### src/rtl/supv_pkg.sv
package supv_pkg;

  typedef enum logic [1:0] {
    ST_DELAY = 2'd0,
    ST_LOWV  = 2'd1,
    ST_RUN   = 2'd2
  } supState_e;

  typedef struct packed {
    logic delayClr;
    logic delayInc;
    logic wdtClr;
    logic wdtInc;
  } supStrobes_t;

  localparam logic [1:0] SEL_LONG  = 2'b00;
  localparam logic [1:0] SEL_MID   = 2'b01;
  localparam logic [1:0] SEL_SHORT = 2'b10;
  localparam logic [1:0] SEL_OFF   = 2'b11;

endpackage

### src/rtl/supv_datapath.sv
module supv_datapath
  import supv_pkg::*;
#(
  parameter int DELAY_TICKS = 25,
  parameter int SHORT_TICKS = 25,
  parameter int MID_TICKS   = 75,
  parameter int LONG_TICKS  = 175,
  localparam int DLY_W = $clog2(DELAY_TICKS + 1),
  localparam int WDT_W = $clog2(LONG_TICKS + 1)
) (
  input  logic             clk,
  input  logic             coldRstN,
  input  supStrobes_t      strobes,
  input  logic             periodWr,
  input  logic [1:0]       periodSelIn,
  output logic             delayDone,
  output logic             wdtDone,
  output logic             wdtEnabled,
  output logic             selChange,
  output logic [WDT_W-1:0] wdtCount
);

  localparam logic [DLY_W-1:0] DELAY_LAST = DLY_W'(DELAY_TICKS - 1);
  localparam logic [WDT_W-1:0] SHORT_LAST = WDT_W'(SHORT_TICKS - 1);
  localparam logic [WDT_W-1:0] MID_LAST   = WDT_W'(MID_TICKS - 1);
  localparam logic [WDT_W-1:0] LONG_LAST  = WDT_W'(LONG_TICKS - 1);

  logic [DLY_W-1:0] delayCount;
  logic [1:0]       periodReg;
  logic [WDT_W-1:0] wdtLast;

  // Start-up delay counter, shared by all three release paths.
  always_ff @(posedge clk or negedge coldRstN) begin
    if (!coldRstN) begin
      delayCount <= '0;
    end else if (strobes.delayClr) begin
      delayCount <= '0;
    end else if (strobes.delayInc) begin
      delayCount <= delayCount + 1'b1;
    end
  end

  assign delayDone = (delayCount == DELAY_LAST);

  // Stored period code, loaded by every write.
  always_ff @(posedge clk or negedge coldRstN) begin
    if (!coldRstN) begin
      periodReg <= SEL_LONG;
    end else if (periodWr) begin
      periodReg <= periodSelIn;
    end
  end

  assign selChange  = periodWr && (periodSelIn != periodReg);
  assign wdtEnabled = (periodReg != SEL_OFF);

  always_comb begin
    case (periodReg)
      SEL_LONG:  wdtLast = LONG_LAST;
      SEL_MID:   wdtLast = MID_LAST;
      SEL_SHORT: wdtLast = SHORT_LAST;
      default:   wdtLast = '0;
    endcase
  end

  // Watchdog window counter.
  always_ff @(posedge clk or negedge coldRstN) begin
    if (!coldRstN) begin
      wdtCount <= '0;
    end else if (strobes.wdtClr) begin
      wdtCount <= '0;
    end else if (strobes.wdtInc) begin
      wdtCount <= wdtCount + 1'b1;
    end
  end

  assign wdtDone = wdtEnabled && (wdtCount == wdtLast);

  // with the watchdog off the count never moves off zero.
  a_r8_off_stays_zero: assert property (@(posedge clk) disable iff (!coldRstN)
    (periodReg == SEL_OFF) |-> (wdtCount == '0));

  // the count never passes the last value of the selected window.
  a_r4_count_in_window: assert property (@(posedge clk) disable iff (!coldRstN)
    wdtEnabled |-> (wdtCount <= wdtLast));

  // the delay count never passes its last value.
  a_r1_delay_in_range: assert property (@(posedge clk) disable iff (!coldRstN)
    delayCount <= DELAY_LAST);

endmodule

### src/rtl/supv_control.sv
module supv_control
  import supv_pkg::*;
(
  input  logic        clk,
  input  logic        coldRstN,
  input  logic        tickEn,
  input  logic        lowVolt,
  input  logic        kick,
  input  logic        delayDone,
  input  logic        wdtDone,
  input  logic        wdtEnabled,
  input  logic        selChange,
  output supStrobes_t strobes,
  output logic        supResetN
);

  supState_e state;
  supState_e stateNext;

  always_comb begin
    stateNext = state;
    strobes   = '0;
    case (state)
      ST_DELAY: begin
        strobes.wdtClr = 1'b1;
        if (lowVolt) begin
          stateNext        = ST_LOWV;
          strobes.delayClr = 1'b1;
        end else if (tickEn) begin
          if (delayDone) begin
            stateNext        = ST_RUN;
            strobes.delayClr = 1'b1;
          end else begin
            strobes.delayInc = 1'b1;
          end
        end
      end
      ST_LOWV: begin
        strobes.wdtClr   = 1'b1;
        strobes.delayClr = 1'b1;
        if (!lowVolt) begin
          stateNext = ST_DELAY;
        end
      end
      ST_RUN: begin
        if (lowVolt) begin
          stateNext        = ST_LOWV;
          strobes.wdtClr   = 1'b1;
          strobes.delayClr = 1'b1;
        end else if (kick || selChange) begin
          strobes.wdtClr = 1'b1;
        end else if (tickEn && wdtEnabled) begin
          if (wdtDone) begin
            stateNext        = ST_DELAY;
            strobes.wdtClr   = 1'b1;
            strobes.delayClr = 1'b1;
          end else begin
            strobes.wdtInc = 1'b1;
          end
        end
      end
      default: begin
        stateNext        = ST_DELAY;
        strobes.wdtClr   = 1'b1;
        strobes.delayClr = 1'b1;
      end
    endcase
  end

  always_ff @(posedge clk or negedge coldRstN) begin
    if (!coldRstN) begin
      state     <= ST_DELAY;
      supResetN <= 1'b0;
    end else begin
      state     <= stateNext;
      supResetN <= (stateNext == ST_RUN);
    end
  end

  // a low-supply sample forces reset on the next edge.
  a_r2_lowv_forces_reset: assert property (@(posedge clk) disable iff (!coldRstN)
    lowVolt |=> !supResetN);

  // reset only ever releases on a tick with the supply good.
  a_r3_release_on_tick: assert property (@(posedge clk) disable iff (!coldRstN)
    $rose(supResetN) |-> $past(tickEn && !lowVolt));

  // a kick in run never turns into a watchdog reset.
  a_r6_kick_blocks_expiry: assert property (@(posedge clk) disable iff (!coldRstN)
    (supResetN && kick && !lowVolt) |=> supResetN);

endmodule

### src/rtl/reset_supervisor.sv
module reset_supervisor
  import supv_pkg::*;
#(
  parameter int DELAY_TICKS = 25,
  parameter int SHORT_TICKS = 25,
  parameter int MID_TICKS   = 75,
  parameter int LONG_TICKS  = 175
) (
  input  logic       clk,
  input  logic       coldRstN,
  input  logic       tickEn,
  input  logic       lowVolt,
  input  logic       kick,
  input  logic       periodWr,
  input  logic [1:0] periodSel,
  output logic       supResetN
);

  localparam int WDT_W = $clog2(LONG_TICKS + 1);

  supStrobes_t      strobes;
  logic             delayDone;
  logic             wdtDone;
  logic             wdtEnabled;
  logic             selChange;
  logic [WDT_W-1:0] wdtCount;

  supv_control u_control (
    .clk        (clk),
    .coldRstN   (coldRstN),
    .tickEn     (tickEn),
    .lowVolt    (lowVolt),
    .kick       (kick),
    .delayDone  (delayDone),
    .wdtDone    (wdtDone),
    .wdtEnabled (wdtEnabled),
    .selChange  (selChange),
    .strobes    (strobes),
    .supResetN  (supResetN)
  );

  supv_datapath #(
    .DELAY_TICKS (DELAY_TICKS),
    .SHORT_TICKS (SHORT_TICKS),
    .MID_TICKS   (MID_TICKS),
    .LONG_TICKS  (LONG_TICKS)
  ) u_datapath (
    .clk         (clk),
    .coldRstN    (coldRstN),
    .strobes     (strobes),
    .periodWr    (periodWr),
    .periodSelIn (periodSel),
    .delayDone   (delayDone),
    .wdtDone     (wdtDone),
    .wdtEnabled  (wdtEnabled),
    .selChange   (selChange),
    .wdtCount    (wdtCount)
  );

  // the watchdog count stays at zero while reset is held.
  a_r5_count_held_in_reset: assert property (@(posedge clk) disable iff (!coldRstN)
    !supResetN |-> (wdtCount == '0));

  // a kick leaves the count at zero on the next edge.
  a_r6_kick_clears: assert property (@(posedge clk) disable iff (!coldRstN)
    kick |=> (wdtCount == '0));

endmodule

### config.mk
export PLATFORM = sky130hd
export DESIGN_NAME = reset_supervisor
export DESIGN_NICKNAME = d
export VERILOG_FILES = /design/src/rtl/supv_pkg.sv /design/src/rtl/supv_datapath.sv /design/src/rtl/supv_control.sv /design/src/rtl/reset_supervisor.sv
export SDC_FILE = /design/constraint.sdc
export NUM_CORES = 1
export LEC_CHECK = 0
export BUFFER_PORTS_ARGS = -buffer_cell sky130_fd_sc_hd__buf_2
export CAP_MARGIN = 0
export CORE_ASPECT_RATIO = 1.75
export CORE_MARGIN = 2
export CORE_UTILIZATION = 35
export CTS_BUF_LIST = sky130_fd_sc_hd__clkbuf_16
export DETAILED_ROUTE_END_ITERATION = 7
export GPL_TIMING_DRIVEN = 0
export PLACE_DENSITY = 0.52
export SLEW_MARGIN = 10
export SYNTH_ARGS = -nofsm -noshare
export SYNTH_HDL_FRONTEND = slang
export SYNTH_SLANG_ARGS = --single-unit
### constraint.sdc
create_clock -name clk -period 3.5 [get_ports clk]
set_input_delay 0 -clock clk [delete_from_list [all_inputs] [get_ports clk]]
set_output_delay 0 -clock clk [all_outputs]
set_load 0.05 [all_outputs]
# Yosys cells after proc, flatten, opt, wreduce, memory -nomap -nowiden
# Index checks and enable logic that the tools add are counted.
op_classes:
  eq_ne: 9
  mux: 33
  addsub: 2
  n_reduce_logical: 8
ops:
  columns: ["operator", "n"]
  rows:
  - ["one-hot mux 8 bit (3 select lines)", 1]
  - ["two-way mux 2 bit", 10]
  - ["two-way mux 1 bit", 16]
  - ["two-way mux 8 bit", 2]
  - ["two-way mux 5 bit", 2]
  - ["adder 8 x 1 -> 8 bit (second input constant)", 1]
  - ["== test 8 bit", 1]
  - ["== test 2 bit (second input constant)", 3]
  - ["one-hot mux 2 bit (3 select lines)", 1]
  - ["adder 5 x 1 -> 5 bit (second input constant)", 1]
  - ["== test 5 bit (second input constant)", 1]
  - ["== test 2 x 1 -> 1 bit (second input constant)", 2]
  - ["logical NOT 2 bit", 2]
  - ["nonzero test 2 bit", 2]
  - ["logical AND 1 bit", 3]
  - ["inequality test 2 bit", 1]
  - ["inequality test 2 bit (second input constant)", 1]
  - ["one-hot mux 1 bit (2 select lines)", 1]
  - ["logical OR 1 bit", 1]
totals:
  out_inout_bits: 1
  register_bits: 18
  inputBits: 8
  wordCells: 57

# Longest topological paths before layout
logic_depth:
  depth_word: 11
  ltp_mapped: 8
  ltp_nobuf: 7

# Hierarchy
# Synthesis repeated with hierarchy kept, for this count alone.
unflattened:
  hier_cells: 95
  area_unflattened_um2: 1001.0
by_module_without_submodules:
  columns: ["module", "seq_area_each_um2", "n_inst", "area_each_um2", "cells_each"]
  rows:
  - ["supv_datapath", 375.4, 1, 815.8, 78]
  - ["supv_control", 75.1, 1, 185.2, 17]

# Least setup slack after synthesis
# OpenSTA, ideal clock, no wires.
synth_path:
  kind: "flip-flop to flip-flop"
  start: "register u_control.state[0]"
  end: "register u_datapath.wdtCount[4]"
  required_ps: 3376
  t_arrival_ps: 1565
  path_stages_with_launch: 6
  slack_ps: 1812
  setup_time_ps: 124
  path_buffers: 0
  period_less_slack_ps: 1688
  path_cell_list: "dfrtp_1 or3b_1 or3_1 o21ai_0 xor2_1 nor2_1"
synth_between:
  elab_chain_cells: 3
  word_cells_on_any_way: 5
  classes_between: "eq/ne: 1; mux: 3; reduce/logical: 1"
synth_rtl:
  columns: ["element", "line_no", "source"]
  rows:
  - ["start, declared", "supv_control.sv:17", "supState_e state;"]
  - ["start signal, assigned", "supv_control.sv:75", "state <= stateNext;"]
  - ["== test 2 bit *", "supv_control.sv:23", "case (state)"]
  - ["two-way mux 1 bit", "supv_control.sv:23", null]
  - ["two-way mux 8 bit or nonzero test 2 bit (tied branches)", null, null]
  - ["end signal, assigned", "supv_datapath.sv:73", "wdtCount <= wdtCount + 1'b1;"]
  - ["end, declared", "supv_datapath.sv:20", "output logic [WDT_W-1:0] wdtCount"]
# Mark *: on every way between the ends. The rest lies on a longest branch, timed or not.
# A chain may end at the register's enable or synchronous reset.

# Final worst setup path
layout_path:
  start: "register u_datapath.wdtCount[4]"
  end: "register u_datapath.wdtCount[0]"
layout_between:
  elab_chain_cells: 8
  word_cells_on_any_way: 13
  classes_between: "eq/ne: 1; mux: 10; reduce/logical: 2"
layout_rtl:
  columns: ["element", "line_no", "source"]
  rows:
  - ["== test 8 bit *", "supv_datapath.sv:77", "assign wdtDone = wdtEnabled && (wdtCount == wdtLast);"]
  - ["logical AND 1 bit *", "supv_datapath.sv:77", null]
  - ["two-way mux 1 bit", "supv_control.sv:53", "if (wdtDone) begin"]
  - ["two-way mux 2 bit *", "supv_control.sv:52", "end else if (tickEn && wdtEnabled) begin"]
  - ["two-way mux 1 bit", "supv_control.sv:50", "end else if (kick || selChange) begin"]
  - ["two-way mux 1 bit", "supv_control.sv:46", "if (lowVolt) begin"]
  - ["two-way mux 1 bit", "supv_control.sv:23", null]
  - ["two-way mux 8 bit or nonzero test 2 bit (tied branches)", null, null]
# Marked as above.

==> results.cfg <==
[clock_tree]
cts_tree = done
post_cts_resize_count = 0
htreeDepth = 1
clkSinkCount = 18
ctsRootBufferMaster = sky130_fd_sc_hd__clkbuf_16
clk_path_buf_depth = 2
worst_setup_hold_path_clk_slew_ns = 0.05
clk_latency_ns = 0.25
cts_buffers = 3

[sta]
maxSlewHeadroom_pct = 54.2
postLayoutSetupSlackWorst_ns = 1.59
setup_repair_after_global_routing_missed_its_margin = no
min_period_ns = 1.91
slew_viol_final = 0
finalHoldViolations = 0
final_min_period_over_clock_period_pct = 54.6
setup-tns-final_ns = 0
final-setup-viol-count = 0
clock-skew-final_ns = 0.00118
achievable-frequency_mhz = 523
tightestPinTransition_ns = 0.669

[critical_path]
critPathLaunchType = register
r2r_end = u_datapath.wdtCount[0]
setup_slack_of_the_worst_register_to_register_path_ns = 1.59
worstPathArrival_ns = 2.02
path_max_fanout = 10
timing.critical_path.required_ns = 3.61
timing_worst_setup_path_type = reg2reg
startpoint_of_the_worst_register_to_register_path = u_datapath.wdtCount[4]
r2r.worst_path.cells = 6
crit_path_end_kind = register

[synth]
syn-num-nets = 133
synthesis.area_um2 = 1160
synth-seq-cells = 18
netlist_top_cells_area = sky130_fd_sc_hd__dfrtp_1, sky130_fd_sc_hd__xor2_1, sky130_fd_sc_hd__o21ai_0, sky130_fd_sc_hd__ha_1, sky130_fd_sc_hd__nor2_1
synth.lib_cells_used.distinct = 43
synthDominantAreaCellType = sky130_fd_sc_hd__dfrtp_1
yosysTopAreaCellShare_pct = 38.8
syn_area_per_cell_um2 = 9.51
synth.yosys.warnings = 0
ys_seq_area_share_pct = 38.8
syn_inst = 122

[placement]
detailedPlacementHpwl_um = 1940
detailedPlace.worstSlack_ns = 1.57
place.port_buffers = 8
gp_congestion = 0.813

[route]
drt-total-wl_um = 2600
routedWlPerCell_um = 14.5
via_per_inst = 5.46
drt_iter0_drc = 25
dr_total_vias = 982
detail-route-antenna-nets = 0
first_pass_iters = 4
drc_errors = 0

[worst_hold_path]
timing.hold.worst.start = lowVolt
worstHoldPathCells = 2
hold_class = in2reg
whs_endpoint = u_control.state[0]

[global_routing]
grt_first_pass_wirelength_um = 4370
number_of_global_route_vias_before_repair = 994
grt_antenna_before_repair = 0
grt.overflow.total = 0
gr-usage-all-layers_pct = 16.3
maximum_number_of_pins_on_one_net_before_global_route_repair = 19

[final_layout]
diodes = 0
syn_to_final_growth_pct = 17.5
drive_gt1_share_pct = 18.2
top_library_cells_by_usage_in_the_layout_fill_and_taps_aside = sky130_fd_sc_hd__dfrtp_1, sky130_fd_sc_hd__buf_2, sky130_fd_sc_hd__nor2_1
final_common_cell = sky130_fd_sc_hd__dfrtp_1
nets = 149

[floorplanning]
fp.dieH_um = 80.2
core_um2 = 3140
die_area_um2 = 3810
cell_row_count = 27
io_pins = 9
starting_density_of_the_core_pct = 36.9
horizontal_die_dimension_um = 47.5

[pwr]
power_leakage_nw = 0.561
powerDensity_nw_per_um2 = 368
total_power_uw = 501
irDropWorstVdd_v = 0.000230

[flow_run]
cap_violations = 0

[status]
outcome = complete, no violations
-- state kept, by name, indices dropped and copies added (netlist names) --
signal and count:
u_datapath.periodReg 2, u_control.supResetN 1, u_datapath.wdtCount 8, u_datapath.delayCount 5
u_control.state 2
-- worst max-delay path: stages, from the launching register on --
cell	delay, ns
sky130_fd_sc_hd__dfrtp_1	0.32
sky130_fd_sc_hd__clkbuf_1	0.35
sky130_fd_sc_hd__nand3b_1	0.12
sky130_fd_sc_hd__o21ai_0	0.09
sky130_fd_sc_hd__a32oi_1	0.09
sky130_fd_sc_hd__a2111oi_0	0.61
sky130_fd_sc_hd__o21ai_0	0.19
-- worst max path at each step --
| stage | end | slack, ns | depth (start not counted) | start |
|---|---|---|---|---|
| after global placement | u_datapath.delayCount[4] | 1.61 | 8 | u_datapath.delayCount[0] |
| after floorplan | u_datapath.wdtCount[4] | 1.81 | 5 | u_control.state[0] |
| after CTS | u_datapath.delayCount[4] | 1.55 | 8 | u_datapath.delayCount[0] |
| after detailed placement | u_datapath.delayCount[4] | 1.57 | 8 | u_datapath.delayCount[0] |
| after global routing | u_datapath.wdtCount[0] | 1.44 | 6 | u_datapath.wdtCount[4] |
| final | u_datapath.wdtCount[0] | 1.59 | 6 | u_datapath.wdtCount[4] |
-- cell usage after synthesis (all sizes together) --
master    n
dfrtp    18
nor2     10
o21ai    10
nand2     7
xor2      7
nor3      6
a21oi     5
a21boi    4
buf       4
inv       4
nand3b    4
nand4     4
ha        3
a2111oi   2
a31o      2
and3      2
and3b     2
and4b     2
clkbuf    2
nand3     2
o221a     2
o31ai     2
or3       2
or4       2
xnor2     2
a211oi    1
a31oi     1
a32oi     1
and4bb    1
mux2      1
mux2i     1
nand2b    1
nor2b     1
nor4      1
nor4bb    1
o21bai    1
or3b      1
-- layer usage --
metal	up-vias	routed length, µm	global-route usage [%]
li1	482	-	-
met1	480	1030	16.6
met2	15	1450	29.3
met3	5	61	2.25
met4	0	58	8.61
met5	-	0	0
-- where the power goes --
part,internal [mW],switching (mW)
clock network,0.152,0.0838
logic,0.0230,0.0285
registers,0.211,0.00227
-- what timing repair did --
| item | 4_1_cts | 5_1_grt |
|---|---|---|
| buffers inserted | 0 | 0 |
| hold buffers | 3 | 0 |
| endpoints found under the hold margin | 19 | 0 |
-- final cells by class --
type	count	area [µm²]
clock inverters	1	3.75
flip-flops and latches	18	450
clock buffers	3	75.1
plain buffers	6	36.3
fillers	327	1780
repair buffers	11	70.1
well taps	43	53.8
multi-input cells	94	658
inverters	4	15.0
-- per-stage QoR --
| step | instances | hold WS (ns) | util (%) | area, µm² |
|---|---|---|---|---|
| floorplan | 122 | -0.296 | - | 1160 |
| global placement | 173 | -0.0394 | 39.9 | 1250 |
| detailed placement | 173 | -0.0299 | 39.9 | 1250 |
| CTS | 180 | 0.0189 | 43.4 | 1360 |
| global route | 180 | 0.0312 | 43.4 | 1360 |
| finish | 180 | 0.0169 | 43.4 | 1360 |
-- cells by family after synthesis --
family	synth area share [%]
buffers and inverters	4.42
AND/OR/NAND/NOR	24.7
adder cells (fa/ha/maj)	3.24
flip-flops	38.8
AO/OA/AOI/OAI	19.5
multiplexers	1.83
XOR/XNOR	7.44
Note: power is estimated with default switching activity, not from simulation.
